## src/rtl/lnb_prot_pkg.sv

```systemverilog
`timescale 1ns/1ps
package lnb_prot_pkg;
  typedef enum logic [1:0] {
    HC_IDLE  = 2'd0,
    HC_RUN   = 2'd1,
    HC_CLAMP = 2'd2,
    HC_OFF   = 2'd3
  } hc_state_e;

  localparam int STAT_W   = 8;
  localparam int BIT_VOK  = 0;
  localparam int BIT_CBL  = 1;
  localparam int BIT_OCP  = 2;
  localparam int BIT_TSD  = 3;
  localparam int BIT_LDO  = 5;
  localparam int BIT_WARM = 6;
  localparam int N_STICKY = 2;
endpackage

```

## src/rtl/lnb_hiccup_seq.sv

```systemverilog
`timescale 1ns/1ps
module lnb_hiccup_seq #(
  parameter int ON_TICKS  = 4000,
  parameter int OFF_TICKS = 128000
) (
  input  logic clk,
  input  logic rst_n,
  input  logic active_i,
  input  logic tick_i,
  input  logic ocp_i,
  output logic drive_o,
  output logic trip_o
);
  import lnb_prot_pkg::*;

  localparam int CNT_MAX = (ON_TICKS > OFF_TICKS) ? ON_TICKS : OFF_TICKS;
  localparam int CNT_W   = $clog2(CNT_MAX + 1);
  localparam logic [CNT_W-1:0] ON_LAST  = CNT_W'(ON_TICKS - 1);
  localparam logic [CNT_W-1:0] OFF_LAST = CNT_W'(OFF_TICKS - 1);

  hc_state_e        st_q, st_d;
  logic [CNT_W-1:0] cnt_q, cnt_d;
  logic             trip_d;

  always_comb begin
    st_d   = st_q;
    cnt_d  = cnt_q;
    trip_d = 1'b0;
    if (!active_i) begin
      st_d  = HC_IDLE;
      cnt_d = '0;
    end else begin
      case (st_q)
        HC_IDLE: st_d = HC_RUN;
        HC_RUN: begin
          if (ocp_i) begin
            st_d  = HC_CLAMP;
            cnt_d = '0;
          end
        end
        HC_CLAMP: begin
          if (!ocp_i) begin
            st_d  = HC_RUN;
            cnt_d = '0;
          end else if (tick_i) begin
            if (cnt_q == ON_LAST) begin
              st_d   = HC_OFF;
              cnt_d  = '0;
              trip_d = 1'b1;
            end else begin
              cnt_d = cnt_q + 1'b1;
            end
          end
        end
        HC_OFF: begin
          if (tick_i) begin
            if (cnt_q == OFF_LAST) begin
              st_d  = HC_RUN;
              cnt_d = '0;
            end else begin
              cnt_d = cnt_q + 1'b1;
            end
          end
        end
        default: st_d = HC_IDLE;
      endcase
    end
  end

  always_ff @(posedge clk or negedge rst_n) begin
    if (!rst_n) begin
      st_q  <= HC_IDLE;
      cnt_q <= '0;
    end else begin
      st_q  <= st_d;
      cnt_q <= cnt_d;
    end
  end

  assign drive_o = (st_q == HC_RUN) || (st_q == HC_CLAMP);
  assign trip_o  = trip_d;
endmodule

```

## src/rtl/lnb_thermal_guard.sv

```systemverilog
`timescale 1ns/1ps
module lnb_thermal_guard (
  input  logic clk,
  input  logic rst_n,
  input  logic hot_i,
  input  logic cool_i,
  output logic off_o,
  output logic trip_o
);
  logic off_q, off_d;

  always_comb begin
    off_d = off_q;
    if (hot_i)       off_d = 1'b1;
    else if (cool_i) off_d = 1'b0;
  end

  always_ff @(posedge clk or negedge rst_n) begin
    if (!rst_n) off_q <= 1'b0;
    else        off_q <= off_d;
  end

  assign off_o  = off_q;
  assign trip_o = hot_i && !off_q;
endmodule

```

## src/rtl/lnb_sticky_flag.sv

```systemverilog
`timescale 1ns/1ps
module lnb_sticky_flag (
  input  logic clk,
  input  logic rst_n,
  input  logic set_i,
  input  logic clr_i,
  output logic q_o
);
  logic q_q, q_d;

  always_comb q_d = set_i | (q_q & ~clr_i);

  always_ff @(posedge clk or negedge rst_n) begin
    if (!rst_n) q_q <= 1'b0;
    else        q_q <= q_d;
  end

  assign q_o = q_q;
endmodule

```

## src/rtl/lnb_prot_supervisor.sv

```systemverilog
`timescale 1ns/1ps
module lnb_prot_supervisor #(
  parameter int ON_TICKS  = 4000,
  parameter int OFF_TICKS = 128000
) (
  input  logic       clk,
  input  logic       rst_n,
  input  logic       tick_i,
  input  logic       ctrl_mode_i,
  input  logic       out_en_bit_i,
  input  logic       en_pin_i,
  input  logic       status_rd_i,
  input  logic       ocp_flag_i,
  input  logic       hot_flag_i,
  input  logic       cool_flag_i,
  input  logic       warm_flag_i,
  input  logic       cable_flag_i,
  input  logic       vgood_flag_i,
  input  logic       ldo_on_i,
  output logic       reg_en_o,
  output logic [7:0] status_o,
  output logic       fault_n_o
);
  import lnb_prot_pkg::*;

  logic                active;
  logic                hc_drive, hc_trip;
  logic                th_off, th_trip;
  logic                pin_q;
  logic                pin_rise, clr_sel;
  logic [N_STICKY-1:0] set_v, q_v;

  assign active = en_pin_i & out_en_bit_i;

  // previous enable-pin level, for the pin-mode clear
  always_ff @(posedge clk or negedge rst_n) begin
    if (!rst_n) pin_q <= 1'b1;
    else        pin_q <= en_pin_i;
  end

  assign pin_rise = en_pin_i & ~pin_q;
  assign clr_sel  = ctrl_mode_i ? status_rd_i : pin_rise;

  lnb_hiccup_seq #(.ON_TICKS(ON_TICKS), .OFF_TICKS(OFF_TICKS)) u_hiccup (
    .clk      (clk),
    .rst_n    (rst_n),
    .active_i (active),
    .tick_i   (tick_i),
    .ocp_i    (ocp_flag_i),
    .drive_o  (hc_drive),
    .trip_o   (hc_trip)
  );

  lnb_thermal_guard u_thermal (
    .clk    (clk),
    .rst_n  (rst_n),
    .hot_i  (hot_flag_i),
    .cool_i (cool_flag_i),
    .off_o  (th_off),
    .trip_o (th_trip)
  );

  // index 0: overcurrent trip, index 1: thermal trip
  assign set_v = {th_trip, hc_trip};

  for (genvar g = 0; g < N_STICKY; g++) begin : g_sticky
    lnb_sticky_flag u_flag (
      .clk   (clk),
      .rst_n (rst_n),
      .set_i (set_v[g]),
      .clr_i (clr_sel),
      .q_o   (q_v[g])
    );
  end

  assign reg_en_o = active & hc_drive & ~th_off;

  always_comb begin
    status_o           = '0;
    status_o[BIT_VOK]  = vgood_flag_i;
    status_o[BIT_CBL]  = cable_flag_i;
    status_o[BIT_OCP]  = q_v[0];
    status_o[BIT_TSD]  = q_v[1];
    status_o[BIT_LDO]  = ldo_on_i;
    status_o[BIT_WARM] = warm_flag_i;
  end

  assign fault_n_o = ~(q_v[0] | q_v[1] | warm_flag_i | ~vgood_flag_i);
endmodule


```

## config.mk

```make
export PLATFORM = sky130hd
export DESIGN_NAME = lnb_prot_supervisor
export DESIGN_NICKNAME = d
export VERILOG_FILES = /design/src/rtl/lnb_prot_pkg.sv /design/src/rtl/lnb_hiccup_seq.sv /design/src/rtl/lnb_thermal_guard.sv /design/src/rtl/lnb_sticky_flag.sv /design/src/rtl/lnb_prot_supervisor.sv
export SDC_FILE = /design/constraint.sdc
export NUM_CORES = 1
export LEC_CHECK = 0
export BUFFER_PORTS_ARGS = -buffer_cell sky130_fd_sc_hd__buf_4
export CORE_UTILIZATION = 60
export CTS_CLUSTER_SIZE = 25
export DETAILED_ROUTE_END_ITERATION = 12
export GPL_TIMING_DRIVEN = 0
export PLACE_DENSITY_LB_ADDON = 0.08
export SETUP_SLACK_MARGIN = 0.02
export SLEW_MARGIN = 20
export SYNTH_ARGS = -nofsm -noshare
export SYNTH_HDL_FRONTEND = slang
export SYNTH_SLANG_ARGS = --single-unit
```

## constraint.sdc

```tcl
create_clock -name clk -period 4.2 [get_ports clk]
set_clock_uncertainty 0.1 [all_clocks]
set_input_delay 1.26 -clock clk [delete_from_list [all_inputs] [get_ports clk]]
set_output_delay 1.26 -clock clk [all_outputs]
set_load 0.02 [all_outputs]
```

Yosys cells after proc, flatten, opt, wreduce, memory -nomap -nowiden
Index checks and enable logic that the tools add are counted.

Register bits: 23. Word-level logic and storage cells: 65. Input bits: 14. Output and inout port bits: 10.

Reductions and logical operators: 7. Bitwise operators: 16. Eq/ne operators: 11. Add/subtract/negate cells: 1. Multiplexer cells: 24.

Operators with widths (number): $mux 17 (7); $pmux 17 s3 (1); $add 17x1->17 const B (1); $eq 17x12->1 const B (1); $eq 17x17->1 const B (1); $mux 2 (7); $mux 1 (8); $pmux 2 s4 (1); $and 1x1->1 (6); $ne 3x3->1 const B (2); $not 1->1 (5); $or 1x1->1 (5); $reduce_and 5->1 (1); $eq 2x2->1 const B (2); $ne 4x1->1 const B (1); $ne 4x3->1 const B (1); $ne 4x4->1 const B (1); $reduce_and 4->1 (1); $ne 3x2->1 const B (1); $eq 2x1->1 const B (1); $logic_not 2->1 (1); $reduce_bool 2->1 (1); $logic_and 1x1->1 (1); $logic_not 1->1 (1); $logic_or 1x1->1 (1).

Logic depth before layout (Yosys ltp)
Depth after elaboration: 7. Depth in mapped cells: 8.

Hierarchy
From an unflattened synthesis, not the netlist that was laid out.

Cell total of the unflattened synthesis: 161. Area total of the unflattened synthesis: 1501.4 µm².

By module, submodules not included: lnb_hiccup_seq (instances 1, area each 1263.7 µm², cells each 137); lnb_prot_supervisor (instances 1, area each 122.6 µm², cells each 14); lnb_sticky_flag (instances 2, area each 36.3 µm², cells each 3); lnb_thermal_guard (instances 1, area each 42.5 µm², cells each 4).

Least setup slack after synthesis
No wires, ideal clock.

Path kind: input to output. From: input port warm_flag_i. To: output port fault_n_o. Path buffers: 0. Stages: 1. Arrival time: 1.999 ns. Slack: 0.841 ns. Cell sequence: nor4b_1.

Longest elaborated chain between the ends: 3.

RTL lines: start: declaration (RTL line lnb_prot_supervisor.sv:16) `input logic warm_flag_i,`; $or 1x1->1 (2 in a row) (RTL line lnb_prot_supervisor.sv:88) `assign fault_n_o = ~(q_v[0] | q_v[1] | warm_flag_i | ~vgood_flag_i);`; $not 1->1 (RTL line lnb_prot_supervisor.sv:88); end: declaration (RTL line lnb_prot_supervisor.sv:22) `output logic fault_n_o`.

Every way passes these cells.

Worst setup path in the final report
Ends and elaborated chain as after synthesis.

==> metrics.txt <==
layout cells sized above 1 a little over a fifth; Core ar. ~2300 µm²; flop2flop setup slack 2.02 ns; final worst slack just over 1 ns; Routed Wire Length 3.46 mm; initial drt markers 46; Via density about 6.5; ys async rst share 100%; post-synthesis mux area share less than 1%; Clock transition at path regs between 0.1 and 0.15 ns; adder-cell area share of the yosys netlist 4.15%; critical path arrival around 1.8 ns; CP peak stage delay roughly 0.26 ns; clk sinks 23; Worst R2R Start u_hiccup.cnt_q[6]$_DFFE_PN0P_; TritonCTS clock tree done; maximum capacitance violations 0; setup_tns 0 ns; CTS hold repair buffers 0; crit path max fanout 2; global-route wire length before repair between 5 and 6 mm; worst vdd ir 0.249 mV; min cycle time layout ~3.2 ns; Hold Path Class reg2reg; Slew Limit Fails 0; gpl congestion 0.892; area of the multi-input gates approximately 830 µm²; Row Count 17; post-synthesis cell count 170; CTS Buf Count 3; Starting Density between 60% and 70%; EDFF count, synth 0; Fillers approximately 180; Nets 214; grt ovf 0; Global Route Usage Sum slightly below 30%; status finished, final reports clean; CTS resizes 0; Yosys warnings 0; io pins 24; achievable frequency 313 MHz; worst flop-to-flop path endpoint u_hiccup.cnt_q[4]$_DFFE_PN0P_; pwr/cell area between 200 and 250 nW/µm²; largest net degree at the start of global routing 24; share of the yosys chip area belonging to registers 38.2%; Final setup viols 0; Setup CP Type in2out; Hold Path Stages 1; crit share post-route 76.0%; syn avg cell area slightly below 9 µm²; Post-synth top flop dfrtp_1; number of global-route vias before repair around 1400; post-DR wirelength/cell approximately 16 µm; Die Wd approximately 52 µm; Critical Path Sink Type output pin; clock root buffer master clkbuf_4; distinct cell type count after synthesis 46; Synth Area in XOR/XNOR 0%; drt pass-1 iters 4; slowest cell on the critical path nor4b_1; DR vias around 1400; RSZ-0062 raised after global routing no; main combinational cell family by area after synthesis simple AND/OR/NAND/NOR gates; simple-gate area share of the yosys netlist about a quarter; min-delay src u_hiccup.cnt_q[0]$_DFFE_PN0P_; Hold Path Sink u_hiccup.cnt_q[0]$_DFFE_PN0P_; setup repair bufs after CTS 0; Die Span Y 52.2 µm; final hold violations 0; LEAKAGE just over 0.7 nW; initial antenna violation count 0; post-route ant nets 0; H-tree depth 1; crit path cell chain buf_4 > nor4b_1 > buf_4; post-synthesis compound-gate area fraction about a quarter; die area between 2000 and 3000 µm²; Residual DRC 0; Most common cell on crit path buf_4; Clk Latency, worst-skew pair between 0.3 and 0.4 ns; register area 577 µm²; Layout Utilization around 75%; Ant. Diodes 0; hpwl dp roughly 2.5 mm; worst endpoint required time about 2.8 ns; number of cells on the worst reg-to-reg path 5; Clock Path Buffers 2; IO buf count 19; Startpoint Class input port; post-synthesis sequential element count 23; mapped cell area 1510 µm²; Post-Place Setup Slack around 1 ns; Syn-to-layout area delta 13.8%
==> sequential cells by signal (all words and copies together), names as in the netlist <==
name and count:
u_hiccup.cnt_q 17, g_sticky.u_flag.q_o 2, u_hiccup.st_q 2, pin_q 1, u_thermal.off_o 1
==> how the worst max path moves through the flow <==
stage / startpoint / to / slack, ns / cells after the start
after floorplan: warm_flag_i / fault_n_o / 0.84 / 1
after detailed placement: warm_flag_i / fault_n_o / 0.99 / 3
final: warm_flag_i / fault_n_o / 1.01 / 3
after CTS: warm_flag_i / fault_n_o / 0.99 / 3
after global routing: en_pin_i / reg_en_o / 0.97 / 4
after global placement: warm_flag_i / fault_n_o / 1.04 / 3
==> cell usage after synthesis, types with 4 or more instances <==
cell type  instances  area share [%]
nor2_1             8             2.0
inv_1              8             2.0
a21oi_1            4             1.3
buf_4              8             4.0
nand3_1            6             2.0
o31ai_1            8             4.0
nand4_1            5             2.1
nor3_1             6             2.0
dfrtp_1           22              36
nand2_1           21             5.2
o21ai_0           13             4.3
o211ai_1           8             4.0
ha_1               5             4.1
==> stage by stage <==
step                      instances  power [W]  hold WS (ns)  cell area, µm²
after floorplan                 171   0.000262         0.348            1510
after global placement          218   0.000286         0.379            1690
after detailed placement        218   0.000288         0.409            1690
after CTS                       222   0.000392         0.426            1720
after global routing            222   0.000405         0.463            1720
final                           222   0.000391         0.421            1720
==> worst max-delay path, delay by kind of cell <==
family | cells | cell delay, ns
buf+inv | 2 | 0.31
simple gates | 1 | 0.26
==> placed cells by master, fill, tap and decap left out, types with 4 or more instances in the layout <==
master    netlist  final
buf_4           8     27
dfrtp_1        22     22
nand2_1        21     21
o21ai_0        13     13
inv_1           8      8
o31ai_1         8      8
o211ai_1        8      8
nor2_1          8      8
nand3_1         6      6
nor3_1          6      6
nand4_1         5      5
ha_1            5      5
a21oi_1         4      4
==> power by group <==
part	switching [W]	internal (W)
Combinational	0.0000320	0.0000245
Clock	0.0000708	0.0000357
Sequential	0.00000275	0.000225
==> kinds of logic (layout without fill, tap and decap cells) <==
group,count (synthesis),in the layout
DFF,23,23
other,1,2
adders and majority gates,5,5
and+or+nand+nor,69,69
muxes,1,1
buffers and inverters,20,43
AOI/OAI and AO/OA,51,51
==> routing by layer <==
layer / part of all wire [%] / vias up / routed length [µm] / global-route usage, %
met3: 7.7 / 8 / 265 / 2.63
li1: - / 683 / - / -
met1: 44 / 671 / 1520 / 37.8
met4: 2.0 / 0 / 68 / 13.6
met5: 0 / - / 0 / 0
met2: 46 / 79 / 1600 / 49.1
==> layout make-up <==
type	instances	area share (%)
Multi-Input combinational cell	128	48.2
Sequential cell	23	33.6
Timing Repair Buffer	19	8.30
Buffer	12	4.52
Tap cell	28	2.04
Inverter	8	1.75
Clock buffer	3	1.31
Clock inverter	1	0.291
No activity file was read; power rests on OpenSTA's default activity.
